[src/rtl/pcf_pkg.sv]
package pcf_pkg;
    localparam int WORD_W    = 32;
    localparam int FLAG_W    = 4;
    localparam int PC_LSB    = 2;
    localparam int PC_W      = 24;
    localparam int CTRL_HI_W = WORD_W - FLAG_W - PC_W - PC_LSB;

    localparam logic [WORD_W-1:0] PC_MASK =
        ((WORD_W'(1) << PC_W) - WORD_W'(1)) << PC_LSB;
    localparam logic [WORD_W-1:0] FLAG_MASK =
        ((WORD_W'(1) << FLAG_W) - WORD_W'(1)) << (WORD_W - FLAG_W);
    localparam logic [WORD_W-1:0] CTRL_MASK = ~(PC_MASK | FLAG_MASK);

    typedef struct packed {
        logic [FLAG_W-1:0]    flags;
        logic [CTRL_HI_W-1:0] ctrl_hi;
        logic [PC_W-1:0]      pc;
        logic [PC_LSB-1:0]    ctrl_lo;
    } psr_word_t;
endpackage

[src/rtl/pcf_pc_path.sv]
module pcf_pc_path
    import pcf_pkg::*;
(
    input  logic            clk,
    input  logic            rst_n,
    input  logic            wr_en,
    input  logic [PC_W-1:0] wr_pc,
    input  logic            jump,
    input  logic [PC_W-1:0] jump_pc,
    input  logic            step,
    input  logic [PC_W-1:0] pc_q,
    output logic [PC_W-1:0] pc_d
);
    always_comb begin
        pc_d = pc_q;
        if (wr_en)
            pc_d = wr_pc;
        else if (jump)
            pc_d = jump_pc;
        else if (step)
            pc_d = pc_q + PC_W'(1);
    end

    AST_PC_STEP: assert property (@(posedge clk) disable iff (!rst_n)
        (step && !jump && !wr_en) |=> (pc_q == $past(pc_q) + PC_W'(1)));
    AST_PC_BRANCH: assert property (@(posedge clk) disable iff (!rst_n)
        (jump && !wr_en) |=> (pc_q == $past(jump_pc)));
    AST_PC_WORD: assert property (@(posedge clk) disable iff (!rst_n)
        wr_en |=> (pc_q == $past(wr_pc)));
endmodule

[src/rtl/pcf_flag_path.sv]
module pcf_flag_path
    import pcf_pkg::*;
(
    input  logic              clk,
    input  logic              rst_n,
    input  logic              wr_en,
    input  logic [FLAG_W-1:0] wr_flags,
    input  logic              flag_we,
    input  logic [FLAG_W-1:0] flag_in,
    input  logic [FLAG_W-1:0] flags_q,
    output logic [FLAG_W-1:0] flags_d
);
    always_comb begin
        flags_d = flags_q;
        if (wr_en)
            flags_d = wr_flags;
        else if (flag_we)
            flags_d = flag_in;
    end

    AST_FLAG_LOAD: assert property (@(posedge clk) disable iff (!rst_n)
        (flag_we && !wr_en) |=> (flags_q == $past(flag_in)));
    AST_FLAG_HOLD: assert property (@(posedge clk) disable iff (!rst_n)
        (!flag_we && !wr_en) |=> $stable(flags_q));
endmodule

[src/rtl/pcf_ctrl_path.sv]
module pcf_ctrl_path
    import pcf_pkg::*;
(
    input  logic                 clk,
    input  logic                 rst_n,
    input  logic                 wr_en,
    input  logic                 priv,
    input  logic [CTRL_HI_W-1:0] wr_hi,
    input  logic [PC_LSB-1:0]    wr_lo,
    input  logic [CTRL_HI_W-1:0] hi_q,
    input  logic [PC_LSB-1:0]    lo_q,
    output logic [CTRL_HI_W-1:0] hi_d,
    output logic [PC_LSB-1:0]    lo_d
);
    logic granted;

    always_comb begin
        granted = wr_en && priv;
        hi_d    = granted ? wr_hi : hi_q;
        lo_d    = granted ? wr_lo : lo_q;
    end

    AST_USER_CTRL_KEPT: assert property (@(posedge clk) disable iff (!rst_n)
        (!priv || !wr_en) |=> ($stable(hi_q) && $stable(lo_q)));
    AST_PRIV_CTRL_LOAD: assert property (@(posedge clk) disable iff (!rst_n)
        (priv && wr_en) |=> (hi_q == $past(wr_hi) && lo_q == $past(wr_lo)));
endmodule

[src/rtl/pcf_read_view.sv]
module pcf_read_view
    import pcf_pkg::*;
(
    input  logic [WORD_W-1:0] word,
    input  logic              priv,
    input  logic              first,
    output logic [WORD_W-1:0] rd_data
);
    logic [WORD_W-1:0] full_view;
    logic [WORD_W-1:0] opnd_view;

    always_comb begin
        full_view = priv ? word : (word & ~CTRL_MASK);
        opnd_view = word & PC_MASK;
        rd_data   = first ? opnd_view : full_view;
    end

    always_comb begin
        if (first)
            AST_OPND_CLEAN: assert ((rd_data & ~PC_MASK) == '0);
        if (!first && !priv)
            AST_USER_HIDE: assert ((rd_data & CTRL_MASK) == '0);
    end
endmodule

[src/rtl/pcf_reg.sv]
module pcf_reg
    import pcf_pkg::*;
(
    input  logic              clk,
    input  logic              rst_n,
    input  logic              priv_i,
    input  logic              step_i,
    input  logic              jump_i,
    input  logic [PC_W-1:0]   jump_pc_i,
    input  logic              flag_we_i,
    input  logic [FLAG_W-1:0] flag_i,
    input  logic              wr_en_i,
    input  logic [WORD_W-1:0] wr_data_i,
    input  logic              rd_first_i,
    output logic [WORD_W-1:0] rd_data_o
);
    psr_word_t reg_q;
    psr_word_t reg_d;
    psr_word_t wr_word;

    logic [PC_W-1:0]      pc_d;
    logic [FLAG_W-1:0]    flags_d;
    logic [CTRL_HI_W-1:0] hi_d;
    logic [PC_LSB-1:0]    lo_d;

    assign wr_word = psr_word_t'(wr_data_i);

    pcf_pc_path u_pc (
        .clk     (clk),
        .rst_n   (rst_n),
        .wr_en   (wr_en_i),
        .wr_pc   (wr_word.pc),
        .jump    (jump_i),
        .jump_pc (jump_pc_i),
        .step    (step_i),
        .pc_q    (reg_q.pc),
        .pc_d    (pc_d)
    );

    pcf_flag_path u_flag (
        .clk      (clk),
        .rst_n    (rst_n),
        .wr_en    (wr_en_i),
        .wr_flags (wr_word.flags),
        .flag_we  (flag_we_i),
        .flag_in  (flag_i),
        .flags_q  (reg_q.flags),
        .flags_d  (flags_d)
    );

    pcf_ctrl_path u_ctrl (
        .clk   (clk),
        .rst_n (rst_n),
        .wr_en (wr_en_i),
        .priv  (priv_i),
        .wr_hi (wr_word.ctrl_hi),
        .wr_lo (wr_word.ctrl_lo),
        .hi_q  (reg_q.ctrl_hi),
        .lo_q  (reg_q.ctrl_lo),
        .hi_d  (hi_d),
        .lo_d  (lo_d)
    );

    always_comb begin
        reg_d         = reg_q;
        reg_d.flags   = flags_d;
        reg_d.ctrl_hi = hi_d;
        reg_d.pc      = pc_d;
        reg_d.ctrl_lo = lo_d;
    end

    always_ff @(posedge clk or negedge rst_n) begin
        if (!rst_n)
            reg_q <= '0;
        else
            reg_q <= reg_d;
    end

    pcf_read_view u_view (
        .word    (reg_q),
        .priv    (priv_i),
        .first   (rd_first_i),
        .rd_data (rd_data_o)
    );

    AST_FULL_PRIV: assert property (@(posedge clk) disable iff (!rst_n)
        (priv_i && !rd_first_i) |-> (rd_data_o == reg_q));
    AST_FLAG_ONLY: assert property (@(posedge clk) disable iff (!rst_n)
        (flag_we_i && !wr_en_i && !jump_i && !step_i)
        |=> (reg_q[WORD_W-FLAG_W-1:0] == $past(reg_q[WORD_W-FLAG_W-1:0])));
endmodule

[config.mk]
export PLATFORM = sky130hd
export DESIGN_NAME = pcf_reg
export DESIGN_NICKNAME = d
export VERILOG_FILES = /design/src/rtl/pcf_pkg.sv /design/src/rtl/pcf_pc_path.sv /design/src/rtl/pcf_flag_path.sv /design/src/rtl/pcf_ctrl_path.sv /design/src/rtl/pcf_read_view.sv /design/src/rtl/pcf_reg.sv
export SDC_FILE = /design/constraint.sdc
export NUM_CORES = 1
export LEC_CHECK = 0
export ABC_AREA = 1
export CORE_ASPECT_RATIO = 1.1
export CORE_UTILIZATION = 25
export CTS_BUF_LIST = sky130_fd_sc_hd__clkbuf_4
export CTS_CLUSTER_SIZE = 12
export DETAILED_ROUTE_END_ITERATION = 8
export GPL_TIMING_DRIVEN = 0
export SYNTH_ARGS = -nofsm -noshare
export SYNTH_HDL_FRONTEND = slang
export SYNTH_SLANG_ARGS = --single-unit
export TNS_END_PERCENT = 5
[constraint.sdc]
create_clock -name clk -period 3.4 [get_ports clk]
set_input_delay 0.51 -clock clk [delete_from_list [all_inputs] [get_ports clk]]
set_output_delay 0.51 -clock clk [all_outputs]
set_load 0.01 [all_outputs]
==> flow_summary.ini <==
[global_routing]
grt.busiest_layer = met2
overflow = 0
use_met2_pct = 26.8
antenna_found_initial = 1
grt_pass1_vias = 2854
grt_usage_pct = 15.5
grt_pass1_wl_mm = 13.6
grt_max_degree = 33
use_met1_pct = 19.9
grtUsageMet3_pct = 2.47

[final_layout]
layout-drive-gt1-share_pct = 12.1
syn_to_final_growth_pct = 44.8
fin_nets = 583
layout_commonest_cell = nand2_1
largest_reg_flops = 32
max_flop_register = reg_q
final_cell_mix = 138 x nand2_1, 96 x clkdlybuf4s50_1, 66 x nor2_1
reg_top3 = reg_q (32)
final_cells = 658

[power]
ir_drop_uv = 107
sw_frac_of_total_pct = 35.1
power_uw = 1170
power_density_mw_per_mm2 = 302
p_int_uw = 758
leakage_uw = 0.00177
power_frac_seq_pct = 41.8
p_clk_share_pct = 19.3
switchingPower_uw = 409
p_comb_share_pct = 38.9

[worst_setup_path]
required_ns = 2.89
cpLargestDelayFamily = buffers and inverters
arrival_ns = 1.75
cp_cell_sequence = clkdlybuf4s50_1, nand2_1, nor2_1, clkdlybuf4s50_1
critical_path_buf_inv_count = 2
crit_slowest_cell = clkdlybuf4s50_1
worstSetupPathType = input pin to output port
cp_slowest_stage_delay_ns = 0.54
start_kind = input pin
critical_path.most_common_cell = clkdlybuf4s50_1
critPathCaptureType = output port
worstPathMaxFanout = 5

[drt]
drt_iter0_markers = 131
drc = 0
viasPerCell = 4.31
wl_per_cell_um = 12.6
first_pass_iters = 5
vias = 2837
routed_wl_mm = 8.28
drtAntennaViolNets = 0

[timing]
setup_tns_ns = 0
rsz0062_at_grt = no
setup-violations-final = 0
finalHoldViolations = 0
fmax_ghz = 0.442
drv_slew = 0
max-slew-margin-rel_pct = 49.7
worst_pin_slew_ns = 0.754
clock_skew_ns = 0.0113
holdWs_ns = 0.224
period_minus_slack_ns = 2.26
setup_ws_ns = 1.14
fin_crit_sh_pct = 66.6

[logic_synthesis]
avgSynthCellArea_um2 = 6.52
syn-num-nets = 479
ys_seq_elements = 32
synth.distinct_cells = 30
postSynthCellCount = 410
synth_top_area_cell = dfrtp_1
synth_area_mm2 = 0.00268
synth_area_leaders = dfrtp_1 30%, nand2_1 19%, nor2_1 9.3%, nand3_1 7.3%, buf_4 7.0%
yosysSeqAreaShare_pct = 29.9
synth_top_area_share_pct = 29.9
yosysWarnings = 0

[placed_design]
gp_congestion = 0.842
io_buffers = 97
place_hpwl_mm = 6.49
place_ws_ns = 1.14
dp.cells = 650

[floorplanning]
core_area_mm2 = 0.0104
die_w_um = 101
start_util_pct = 25.7
pin_count = 100
die_h_um = 110
dieArea_mm2 = 0.0111
rows = 39

[cts]
postCtsSetupRepairBufs = 0
root_buffer = clkbuf_4
cts_max_path_buffers = 2
insertion_delay_ns = 0.34
cts-resized-gates = 0
clkSinkCount = 32
cts_buffers = 5
cts_tree = built
cts_hold_buf = 0
clk_pin_slew_ns = 0.11
cts_max_level = 2

[outcome]
outcome = complete, no violations

[job]
maxCapViolations = 0

[hold_path]
hp-class = input pin to asynchronous set/reset pin
worst paths after layout:
check / slack [ns] / from / depth (start not counted) / end
worst min-delay path: 0.22 / rst_n / 1 / reg_q[3]
worst max-delay path: 1.14 / priv_i / 4 / rd_data_o[27]
worst max register to register: 1.72 / reg_q[3] / 10 / reg_q[18]
max in group asynchronous: 2.69 / rst_n / 1 / reg_q[23]
worst min register to register: 0.49 / reg_q[29] / 2 / reg_q[29]
min in group clk: 0.49 / reg_q[29] / 2 / reg_q[29]
worst register-to-register path: stages (launching register included):
cell and delay, ns:
dfrtp_1 0.46, ha_1 0.27, nand2_2 0.11, nor2_4 0.14, nand2_2 0.12, nor2_4 0.15
nand3_1 0.09, nand3_1 0.10, nand2_1 0.05, nand2_1 0.06, nand2_1 0.04
metal layers:
metal	vias up	part of all wire (%)
met5	-	0
met4	0	1.3
met3	8	5.3
met2	82	48
met1	1260	46
li1	1487	-
cell families (layout without fill, tap and decap cells):
family | after synthesis | count (layout) | share of synthesized area [%]
compound gates | 42 | 42 | 9.03
xor+xnor | 5 | 5 | 1.64
fa+ha+maj | 1 | 1 | 0.468
buf+inv | 66 | 170 | 15.8
flops | 32 | 32 | 29.9
mux | 4 | 4 | 1.68
other cells | 0 | 1 | 0
simple gates | 260 | 260 | 41.5
cells in the mapped netlist, drive strengths merged:
cell type / n
nor2: 73
nand4: 2
clkbuf: 9
o21bai: 6
nand3: 39
a211oi: 1
xnor2: 5
dfrtp: 32
a21oi: 18
buf: 30
nand2: 145
inv: 26
o22ai: 2
o2111ai: 1
nor3: 1
a31oi: 2
ha: 1
a21o: 2
o21ai: 10
mux2: 4
dlymetal6s2s: 1
through the flow:
step                cell area (um2)  utilization [%]
finish                         3870             37.3
global route                   3870             37.3
CTS                            3870             37.2
detailed placement             3820             36.8
global placement               3820             36.8
floorplan                      2680                -
area by class of cell:
class / instances / area [um2]
flip-flops and latches: 32 / 801
plain buffers: 40 / 324
well taps: 143 / 179
repair buffers: 97 / 966
inverters: 26 / 97.6
multi-input cells: 312 / 1450
clock inverters: 2 / 12.5
fillers: 1104 / 6520
clock buffers: 5 / 37.5
diodes: 1 / 2.50
power groups by stage:
stage          logic [uW]  clock network [uW]  registers [uW]
2_1_floorplan         252                   0             475
4_1_cts               459                 230             488
3_3_place_gp          452                   0             494
5_1_grt               501                 249             498
3_5_place_dp          456                   0             495
6_report              454                 225             489
Note: power is estimated with default switching activity, not from simulation.
